`config.mk`:
```
export PLATFORM = sky130hd
export DESIGN_NAME = decade_run_counter
export DESIGN_NICKNAME = d
export VERILOG_FILES = /design/src/rtl/decade_run_pkg.sv /design/src/rtl/interval_tick_gen.sv /design/src/rtl/run_flag_ctl.sv /design/src/rtl/mod_n_counter.sv /design/src/rtl/decade_run_counter.sv
export SDC_FILE = /design/constraint.sdc
export NUM_CORES = 1
export LEC_CHECK = 0
export BUFFER_PORTS_ARGS = -buffer_cell sky130_fd_sc_hd__buf_4
export CORE_ASPECT_RATIO = 1.25
export CORE_UTILIZATION = 35
export DETAILED_ROUTE_END_ITERATION = 8
export GPL_TIMING_DRIVEN = 0
export PLACE_DENSITY = 0.6
export SLEW_MARGIN = 20
export SYNTH_ARGS = -nofsm -noshare
export SYNTH_HDL_FRONTEND = slang
export SYNTH_SLANG_ARGS = --single-unit
```
`constraint.sdc`:
```
create_clock -name clk_i -period 4.47 [get_ports clk_i]
set_input_delay 0.2235 -clock clk_i [delete_from_list [all_inputs] [get_ports clk_i]]
set_output_delay 0.2235 -clock clk_i [all_outputs]
set_load 0.02 [all_outputs]
```
`src/rtl/decade_run_pkg.sv`:
```
package decade_run_pkg;

  typedef enum logic [1:0] {
    RUN_KEEP = 2'd0,
    RUN_SET  = 2'd1,
    RUN_CLR  = 2'd2
  } run_cmd_e;

  function automatic int unsigned interval_limit(int unsigned clk_hz, int unsigned tenths);
    return tenths * (clk_hz / 10);
  endfunction

endpackage

```
`src/rtl/interval_tick_gen.sv`:
```
module interval_tick_gen #(
  parameter int unsigned CLK_HZ = 100_000_000,
  parameter int unsigned TENTHS = 5
) (
  input  logic clk_i,
  input  logic rst_ni,
  output logic tick_o
);
  import decade_run_pkg::*;

  localparam int unsigned LIMIT = interval_limit(CLK_HZ, TENTHS);
  localparam int unsigned IW    = (LIMIT < 2) ? 1 : $clog2(LIMIT + 1);

  logic [IW-1:0] ivl_q;
  logic          at_limit;

  assign at_limit = (ivl_q == IW'(LIMIT));

  always_ff @(posedge clk_i or negedge rst_ni) begin
    if (!rst_ni)       ivl_q <= '0;
    else if (at_limit) ivl_q <= '0;
    else               ivl_q <= ivl_q + IW'(1);
  end

  assign tick_o = at_limit & rst_ni;

endmodule

```
`src/rtl/run_flag_ctl.sv`:
```
module run_flag_ctl (
  input  logic clk_i,
  input  logic rst_ni,
  input  logic start_i,
  input  logic stop_i,
  output logic run_o
);
  import decade_run_pkg::*;

  run_cmd_e cmd;
  logic     run_q;

  // stop has priority over start
  always_comb begin
    if (stop_i)       cmd = RUN_CLR;
    else if (start_i) cmd = RUN_SET;
    else              cmd = RUN_KEEP;
  end

  always_ff @(posedge clk_i or negedge rst_ni) begin
    if (!rst_ni) run_q <= 1'b0;
    else begin
      unique case (cmd)
        RUN_SET:  run_q <= 1'b1;
        RUN_CLR:  run_q <= 1'b0;
        default:  run_q <= run_q;
      endcase
    end
  end

  assign run_o = run_q;

endmodule

```
`src/rtl/mod_n_counter.sv`:
```
module mod_n_counter #(
  parameter int unsigned MODULUS = 10,
  localparam int unsigned CW     = (MODULUS < 2) ? 1 : $clog2(MODULUS)
) (
  input  logic          clk_i,
  input  logic          rst_ni,
  input  logic          en_i,
  output logic [CW-1:0] count_o
);

  logic [CW-1:0] cnt_q;
  logic [CW-1:0] cnt_inc;

  generate
    if (MODULUS == (1 << CW)) begin : g_pow2
      assign cnt_inc = cnt_q + CW'(1);
    end else begin : g_cmp
      assign cnt_inc = (cnt_q == CW'(MODULUS - 1)) ? '0 : cnt_q + CW'(1);
    end
  endgenerate

  always_ff @(posedge clk_i or negedge rst_ni) begin
    if (!rst_ni)   cnt_q <= '0;
    else if (en_i) cnt_q <= cnt_inc;
  end

  assign count_o = cnt_q;

endmodule

```
`src/rtl/decade_run_counter.sv`:
```
module decade_run_counter #(
  parameter int unsigned CLK_HZ  = 100_000_000,
  parameter int unsigned TENTHS  = 5,
  parameter int unsigned MODULUS = 10,
  localparam int unsigned CW     = (MODULUS < 2) ? 1 : $clog2(MODULUS)
) (
  input  logic          clk_i,
  input  logic          rst_ni,
  input  logic          start_i,
  input  logic          stop_i,
  output logic          tick_o,
  output logic [CW-1:0] count_o
);

  logic tick;
  logic run_q;
  logic cnt_en;

  interval_tick_gen #(
    .CLK_HZ (CLK_HZ),
    .TENTHS (TENTHS)
  ) i_tick (
    .clk_i  (clk_i),
    .rst_ni (rst_ni),
    .tick_o (tick)
  );

  run_flag_ctl i_run (
    .clk_i   (clk_i),
    .rst_ni  (rst_ni),
    .start_i (start_i),
    .stop_i  (stop_i),
    .run_o   (run_q)
  );

  // tick is an enable, not a clock
  assign cnt_en = tick & run_q;

  mod_n_counter #(
    .MODULUS (MODULUS)
  ) i_cnt (
    .clk_i   (clk_i),
    .rst_ni  (rst_ni),
    .en_i    (cnt_en),
    .count_o (count_o)
  );

  assign tick_o = tick;

endmodule

```
==> results.yml, run 1 <==
timing:
  slew_violations: 0
  finalCritPeriodShare_pct: 50.1
  worst_pin_slew_ps: 410
  slew_headroom_pct: 72.7
  tns_ps: 0
  hold_viol_final: 0
  max_freq_mhz: 447
  skew_ps: 4.89
  fin_crit_ps: 2240
  setup-violations-final: 0
  rsz0062_at_grt: "false"
place:
  io_buffers: 8
  dp_cells: 212
  hpwlAfterDp_mm: 2.16
  finalWeightedCongestion: 0.793
pwr:
  p_leak_nw: 0.795
  switching_share_pct: 20.7
  power_frac_clock_pct: 45.7
  comb_power_share_pct: 1.6
  p_seq_share_pct: 52.7
  ir_worst_vdd_v: 0.000169
  power_per_cell_area_nw_per_um2: 296
  p_int_mw: 0.424
  power.switching_mw: 0.110
final_layout:
  final_core_util_pct: 43.0
  area_growth_pct: 15.4
  layoutNonFillerInstCount: 221
  nNetsFinal: 171
  antenna-diode-count: 0
  regArea_um2: 776
  nFillCells: 391
  multi_input_area_um2: 759
  layout-drive-gt1-share_pct: 15.8
setup_path:
  rr_worst_depth: 8
  r2r_end: "i_tick.ivl_q[2]"
  critPathMaxFanout: 10
  required_ps: 4250
  startpoint_type: "flip-flop"
  crit_type: "reg2out"
  r2r-start: "i_tick.ivl_q[0]"
  ff2ff_setup_slack_ps: 2550
  worst_setup_path_end_kind: "output port"
  arrival_ps: 2010
floorplanning:
  num_rows: 26
  die_h_um: 76.7
  fp.dieW_um: 61.8
  num_io_pins: 9
  core_area_um2: 4200
  dieArea_um2: 4740
  start_util_pct: 37.2
detailed_routing:
  firstDrtPassIters: 4
  dr_total_vias: 1134
  finalWirelength_mm: 3.05
  drc: 0
  drt_iter0_drc: 30
  ant_nets: 0
  wl_per_cell_um: 13.8
  viasPerCell: 5.13
clock_network:
  cts-resized-gates: 0
  cts_htree_levels: 2
  insertion_delay_ps: 280
  root_buffer: "clkbuf_8"
  numCtsBuffers: 5
  cts.clk_slew.worst_paths_ps: 60
  clk_path_buf_depth: 2
  clock-sinks: 31
  cts_tree: "yes"
min_path:
  min_from: "stop_i"
  whs_endpoint: "i_run.run_o"
  worstHoldPathType: "in2reg"
  min_delay_path_depth: 2
logic_synthesis:
  yosysSeqAreaShare_pct: 49.6
  ys_top_cells_by_count: "dfrtp_1, nor2_1, xnor2_1"
  synth_area_um2: 1560
  synthCells: 148
  synth.most_common_cell: "dfrtp_1"
  synthArstFlopShare_pct: 100
  yosysWarningCount: 0
  ys_top_cells_by_area: "dfrtp_1, xnor2_1, nand3_1"
  synth_flop_cell: "dfrtp_1"
  synth_top_area_share_pct: 49.6
  synth-seq-cells: 31
  synth_top_area_cell: "dfrtp_1"
  ys_types: 35
  synthesis.nets: 155
  avgSynthCellArea_um2: 10.6
  synth-edff-count: 0
global_routing:
  grt_overflow_total: 0
  grt_use_total_pct: 15.5
  antenna_found_initial: 0
  grt_start_max_net_pins: 35
  grt_pass1_vias: 1218
  grt_pass1_wl_mm: 5.39
job:
  drv_cap: 0
run_status:
  status: "complete, no violations"
## area by class of cell
cell class / count / share of cell area (%)
sequential: 31 / 43.0
multi-input combinational: 111 / 42.1
clock buffer: 8 / 5.55
timing repair buffer: 9 / 3.89
tap: 56 / 3.89
inverter: 4 / 0.833
buffer: 2 / 0.694
## registers in the layout, indices dropped and copies added, names as in the netlist
register	flops
i_cnt.count_o	4
i_run.run_o	1
i_tick.ivl_q	26
## power by group through the flow
stage	Sequential [mW]	Combinational, mW	Clock [mW]
final	0.282	0.00862	0.244
after global routing	0.281	0.0102	0.265
after CTS	0.282	0.00931	0.251
after detailed placement	0.287	0.00851	0
after global placement	0.287	0.00827	0
after floorplan	0.287	0.000529	0
## what timing repair did
action | in CTS | in global routing
hold buffers | 1 | 0
endpoints found under the hold margin | 31 | 0
buffers inserted | 0 | 0
## metrics by stage
stage | setup slack, ps | instance area (µm²) | hold slack, ps | power [mW]
after floorplan | 2780 | 1560 | -72.1 | 0.287
after global placement | 2530 | 1690 | 183 | 0.295
after detailed placement | 2540 | 1690 | 190 | 0.295
after CTS | 2220 | 1800 | 76.9 | 0.542
after global routing | 2070 | 1800 | 77.5 | 0.556
final | 2230 | 1800 | 84.5 | 0.535
## critical path: stages (launching register included)
cell	delay, ps
dfrtp_1	480
inv_1	90
ha_1	140
and4b_1	190
nand3_1	90
nor3_2	240
buf_4	230
and2_1	130
buf_4	130
## cell families after synthesis
| kind of cell | synth area share, % |
|---|---|
| AOI/OAI and AO/OA | 2.56 |
| buffers and inverters | 1.76 |
| DFF | 49.6 |
| muxes | 1.36 |
| adders and majority gates | 2.40 |
| and+or+nand+nor | 29.9 |
| xor gates and xnor gates | 12.3 |
## per-layer routing
layer	up-vias	global-route usage, %	share of wire, %	wire, µm
met5	-	0	0	0
met4	0	6.67	2.2	67
met3	7	4.05	2.5	75
met2	15	26.6	52	1580
met1	564	17.2	43	1320
li1	548	-	-	-
## cells in the final DEF (no fill, tap or decap), types with 2 or more instances in the layout
cell	count
nor4_1	2
dfrtp_1	31
ha_1	3
nand2b_1	2
and4_1	3
clkbuf_8	7
xnor2_1	17
nand3_1	13
and2_1	2
nor2_1	17
nand2_1	10
nor4_2	2
nand4_1	4
nor3_1	3
and3_1	7
inv_1	4
o21ai_0	2
buf_4	9
nor2b_1	4
xor2_1	5
## worst max path at each step
stage | from | to | slack [ps] | depth (start not counted)
final | i_tick.ivl_q[0] | tick_o | 2230 | 8
after global routing | i_tick.ivl_q[0] | tick_o | 2070 | 8
after CTS | i_tick.ivl_q[0] | tick_o | 2220 | 8
after detailed placement | i_tick.ivl_q[0] | tick_o | 2540 | 8
after global placement | i_tick.ivl_q[0] | tick_o | 2530 | 8
after floorplan | i_tick.ivl_q[0] | tick_o | 2780 | 7
(Power assumes the default switching activity.)
==> run 2, diff against run 1 <==
--- a/config.mk
+++ b/config.mk
@@ -10,7 +10,7 @@
 export CORE_UTILIZATION = 35
 export DETAILED_ROUTE_END_ITERATION = 8
 export GPL_TIMING_DRIVEN = 0
-export PLACE_DENSITY = 0.6
+export PLACE_DENSITY = 0.62
 export SLEW_MARGIN = 20
 export SYNTH_ARGS = -nofsm -noshare
 export SYNTH_HDL_FRONTEND = slang
==> constraint.sdc (replaced) <==
create_clock -name clk_i -period 2 [get_ports clk_i]
set_input_delay 0.1 -clock clk_i [delete_from_list [all_inputs] [get_ports clk_i]]
set_output_delay 0.1 -clock clk_i [all_outputs]
set_load 0.02 [all_outputs]
==> results.yml, run 2 (synthesized netlist as in run 1, its figures left out) <==
detailed_routing:
  drc: 0
  finalWirelength_mm: 2.97
  viasPerCell: 5.02
  ant_nets: 0
  firstDrtPassIters: 4
  wl_per_cell_um: 12.9
  drt_iter0_drc: 56
  dr_total_vias: 1155
setup_path:
  required_ps: 1900
  r2r-start: "i_tick.ivl_q[0]"
  ff2ff_setup_slack_ps: 180
  arrival_ps: 1790
  crit_type: "reg2out"
  r2r_end: "i_tick.ivl_q[17]"
  worst_setup_path_end_kind: "output port"
  critPathMaxFanout: 5
  rr_worst_depth: 9
  startpoint_type: "flip-flop"
place:
  finalWeightedCongestion: 0.771
  dp_cells: 212
  hpwlAfterDp_mm: 1.96
  place_area_um2: 1690
  io_buffers: 8
  place_ws_ps: 95.1
timing:
  fin_crit_ps: 1890
  setup-violations-final: 0
  worst_pin_slew_ps: 413
  skew_ps: 3.37
  finalCritPeriodShare_pct: 94.6
  finalHoldWorstSlack_ps: 32.1
  setup_ws_ps: 108
  max_freq_mhz: 529
  slew_violations: 0
  tns_ps: 0
  slew_headroom_pct: 72.5
  hold_viol_final: 0
global_routing:
  grt_pass1_vias: 1154
  grt_pass1_wl_mm: 5.49
  grt_start_max_net_pins: 35
  antenna_found_initial: 0
  grt_use_total_pct: 15.7
  grt_overflow_total: 0
job:
  drv_cap: 0
min_path:
  worstHoldPathType: "in2reg"
  min_from: "start_i"
  min_delay_path_depth: 3
  whs_endpoint: "i_run.run_o"
pwr:
  power_per_cell_area_nw_per_um2: 623
  p_leak_nw: 0.858
  ir_worst_vdd_v: 0.000428
  total_power_mw: 1.19
final_layout:
  layout-drive-gt1-share_pct: 22.4
  multi_input_area_um2: 783
  final_cell_mix: "dfrtp_1, nor2_1, xnor2_1"
  nFillCells: 381
  regArea_um2: 778
  largest_register_ffs: 26
  top_register: "i_tick.ivl_q"
  area_growth_pct: 22.0
  final_core_util_pct: 45.4
  fin_area_um2: 1910
  layout_commonest_cell: "dfrtp_1"
  nNetsFinal: 180
  layoutNonFillerInstCount: 230
  antenna-diode-count: 0
floorplanning:
  core_area_um2: 4200
  fp.dieW_um: 61.8
  start_util_pct: 37.2
  dieArea_um2: 4740
  num_rows: 26
  die_h_um: 76.7
  num_io_pins: 9
clock_network:
  cts.clk_slew.worst_paths_ps: 60
  insertion_delay_ps: 280
  numCtsBuffers: 5
  clock-sinks: 31
  cts_tree: "yes"
  clk_path_buf_depth: 2
  cts_htree_levels: 2
  root_buffer: "clkbuf_8"
run_status:
  status: "complete, no violations"
run 2: changes by cell type in the layout (fill, tap and decap cells not counted):
cell,previous run,this run
nor4_1,2,0
buf_4,9,15
nand3_1,13,12
dfrtp_2,0,2
nor4_2,2,4
nand3_2,0,1
nor3_4,0,1
nor3_2,1,0
dfrtp_1,31,29
buf_6,0,2
dlygate4sd3_1,1,2
run 2: where the power goes:
| part | internal [mW] | total, mW | switching (mW) |
|---|---|---|---|
| Sequential | 0.629 | 0.629 | 0.000942 |
| Clock | 0.314 | 0.537 | 0.224 |
| Combinational | 0.00695 | 0.0209 | 0.0139 |
run 2: final cells by class:
| class | count | area share [%] |
|---|---|---|
| Clock buffer | 8 | 5.25 |
| Buffer | 2 | 0.853 |
| Timing Repair Buffer | 18 | 7.55 |
| Inverter | 4 | 0.787 |
| Sequential cell | 31 | 40.8 |
| Tap cell | 56 | 3.67 |
| Multi-Input combinational cell | 111 | 41.1 |
run 2: critical path: stages, from the launching register on:
cell and delay, ps:
dfrtp_2 400, inv_1 60, ha_1 140, and4b_1 220, nand3_2 100, nor3_4 210, buf_6 130, and2_1 130
buf_6 120
run 2: worst max-delay path by stage:
stage | cells past startpoint | slack [ps] | endpoint | start
6_report | 8 | 110 | tick_o | i_tick.ivl_q[0]
5_1_grt | 8 | -20 | tick_o | i_tick.ivl_q[0]
4_1_cts | 8 | 50 | tick_o | i_tick.ivl_q[0]
3_5_place_dp | 8 | 100 | i_tick.ivl_q[21] | i_tick.ivl_q[0]
3_3_place_gp | 8 | 110 | i_tick.ivl_q[21] | i_tick.ivl_q[0]
2_1_floorplan | 8 | 370 | i_tick.ivl_q[22] | i_tick.ivl_q[0]
run 2: layer usage:
layer / vias to the layer above / global-route usage [%] / part of all wire (%)
li1: 566 / - / -
met3: 7 / 3.54 / 3.2
met2: 18 / 23.7 / 48
met5: - / 0 / 0
met4: 0 / 6.67 / 2.1
met1: 564 / 21.4 / 46
run 2: repair_timing:
action                     in CTS  in global routing
setup buffers                   4                  4
setup endpoints to repair       1                  1
gates cloned                    0                  0
hold endpoints to repair       32                  0
hold buffers                    2                  0
pin swaps                       1                  1
resized for setup               4                  4
==> run 3, diff against run 2 <==
--- a/config.mk
+++ b/config.mk
@@ -7,10 +7,10 @@
 export LEC_CHECK = 0
 export BUFFER_PORTS_ARGS = -buffer_cell sky130_fd_sc_hd__buf_4
 export CORE_ASPECT_RATIO = 1.25
-export CORE_UTILIZATION = 35
+export CORE_UTILIZATION = 40
 export DETAILED_ROUTE_END_ITERATION = 8
 export GPL_TIMING_DRIVEN = 0
-export PLACE_DENSITY = 0.62
+export PLACE_DENSITY = 0.67
 export SLEW_MARGIN = 20
 export SYNTH_ARGS = -nofsm -noshare
 export SYNTH_HDL_FRONTEND = slang
==> results.yml, run 3 (synthesized netlist as in run 1, its figures left out) <==
clock_network:
  cts_htree_levels: 2
  cts_tree: "yes"
  root_buffer: "clkbuf_8"
  clock-sinks: 31
  numCtsBuffers: 5
  insertion_delay_ps: 280
  cts.clk_slew.worst_paths_ps: 60
  clk_path_buf_depth: 2
pwr:
  p_seq_share_pct: 56.5
  power_frac_clock_pct: 41.6
  comb_power_share_pct: 1.9
  power.switching_mw: 0.234
  p_leak_nw: 0.833
  ir_worst_vdd_v: 0.000420
  p_int_mw: 0.879
  switching_share_pct: 21.1
  power_per_cell_area_nw_per_um2: 605
detailed_routing:
  drt_iter0_drc: 44
  wl_per_cell_um: 13.9
  firstDrtPassIters: 4
  ant_nets: 0
  finalWirelength_mm: 2.95
  drc: 0
  dr_total_vias: 1177
  viasPerCell: 5.55
global_routing:
  antenna_found_initial: 0
  grt_overflow_total: 0
  grt_use_total_pct: 16.5
  grt_pass1_wl_mm: 5.26
  grt_start_max_net_pins: 35
  grt_pass1_vias: 1174
timing:
  setup-violations-final: 0
  max_freq_mhz: 535
  tns_ps: 0
  rsz0062_at_grt: "false"
  slew_violations: 0
  hold_viol_final: 0
  worst_pin_slew_ps: 406
  finalCritPeriodShare_pct: 93.5
  fin_crit_ps: 1870
  slew_headroom_pct: 73.0
  skew_ps: 5.40
  finalHoldWorstSlack_ps: 51.3
floorplanning:
  start_util_pct: 41.6
  die_h_um: 71.9
  core_area_um2: 3750
  fp.dieW_um: 57.9
  num_rows: 25
  dieArea_um2: 4160
  num_io_pins: 9
setup_path:
  required_ps: 1900
  critPathMaxFanout: 6
  cp-startpoint: "i_tick.ivl_q[16]"
  r2r_end: "i_tick.ivl_q[22]"
  r2r-start: "i_tick.ivl_q[2]"
  startpoint_type: "flip-flop"
  worst_setup_path_end_kind: "output port"
  ff2ff_setup_slack_ps: 160
  rr_worst_depth: 5
  crit_type: "reg2out"
  crit_end: "tick_o"
  arrival_ps: 1770
final_layout:
  layout-drive-gt1-share_pct: 20.9
  layout_commonest_cell: "dfrtp_1"
  nFillCells: 347
  nNetsFinal: 178
  antenna-diode-count: 0
  area_growth_pct: 17.8
  top_register: "i_tick.ivl_q"
  regArea_um2: 781
  largest_register_ffs: 26
  multi_input_area_um2: 772
  layoutNonFillerInstCount: 212
  final_cell_mix: "dfrtp_1, nor2_1, xnor2_1"
place:
  finalWeightedCongestion: 0.828
  dp_cells: 196
  hpwlAfterDp_mm: 2.05
  io_buffers: 8
min_path:
  worstHoldPathType: "in2reg"
job:
  drv_cap: 0
run_status:
  status: "complete, no violations"
-- run 3: cell types whose count changed in the layout (fill, tap and decap cells not counted), sizes merged --
| cell | previous run | this run |
|---|---|---|
| buf | 18 | 16 |
| clkbuf | 8 | 7 |
| clkinv | 0 | 1 |
-- run 3: layer usage --
layer | GRT usage (%) | wire length (µm)
met1 | 21.3 | 1350
met2 | 26.6 | 1480
met3 | 4.87 | 71
met4 | 5.03 | 46
met5 | 0 | 0
-- run 3: power groups by stage --
stage	logic, mW	registers [mW]	clock network (mW)
after detailed placement	0.0190	0.641	0
after global routing	0.0247	0.629	0.503
after CTS	0.0223	0.629	0.478
after floorplan	0.00118	0.641	0
final	0.0209	0.630	0.463
after global placement	0.0184	0.641	0
-- run 3: area by class of cell --
cell class / instances / share of cell area, %
clock buffer: 7 / 4.15
buffer: 2 / 0.884
timing repair buffer: 16 / 6.80
sequential: 31 / 42.4
inverter: 4 / 0.816
clock inverter: 1 / 0.272
tap: 40 / 2.72
multi-input combinational: 111 / 41.9
-- run 3: critical path, cell delays in order (launching register included) --
cell and delay [ps]:
dfrtp_2 440, nor4b_2 270, nand3_1 150, nor3_4 240
buf_6 140, and2_1 110, buf_4 130
-- run 3: how the worst min path moves through the flow --
stage	startpoint	end	slack, ps	depth (start not counted)
floorplan	rst_ni	i_cnt.count_o[0]	-200	0
global placement	rst_ni	i_tick.ivl_q[11]	60	1
detailed placement	rst_ni	i_tick.ivl_q[8]	70	1
CTS	start_i	i_run.run_o	40	3
global route	start_i	i_run.run_o	50	3
finish	start_i	i_run.run_o	50	3
-- run 3: stage by stage --
stage	power (mW)	setup slack [ps]	area [µm²]	utilization (%)
floorplan	0.642	365	1560	-
global route	1.16	14.8	1840	49.0
CTS	1.13	47.6	1820	48.4
global placement	0.659	117	1670	44.6
detailed placement	0.660	80.2	1670	44.6
finish	1.11	130	1840	49.0
-- run 3: what timing repair did --
item                                   4_1_cts  5_1_grt
buffers inserted                             4        2
setup endpoints to repair                    1        2
gates resized for setup                      4        3
hold buffers                                 2        0
endpoints found under the hold margin       32        0
pin swaps                                    1        3
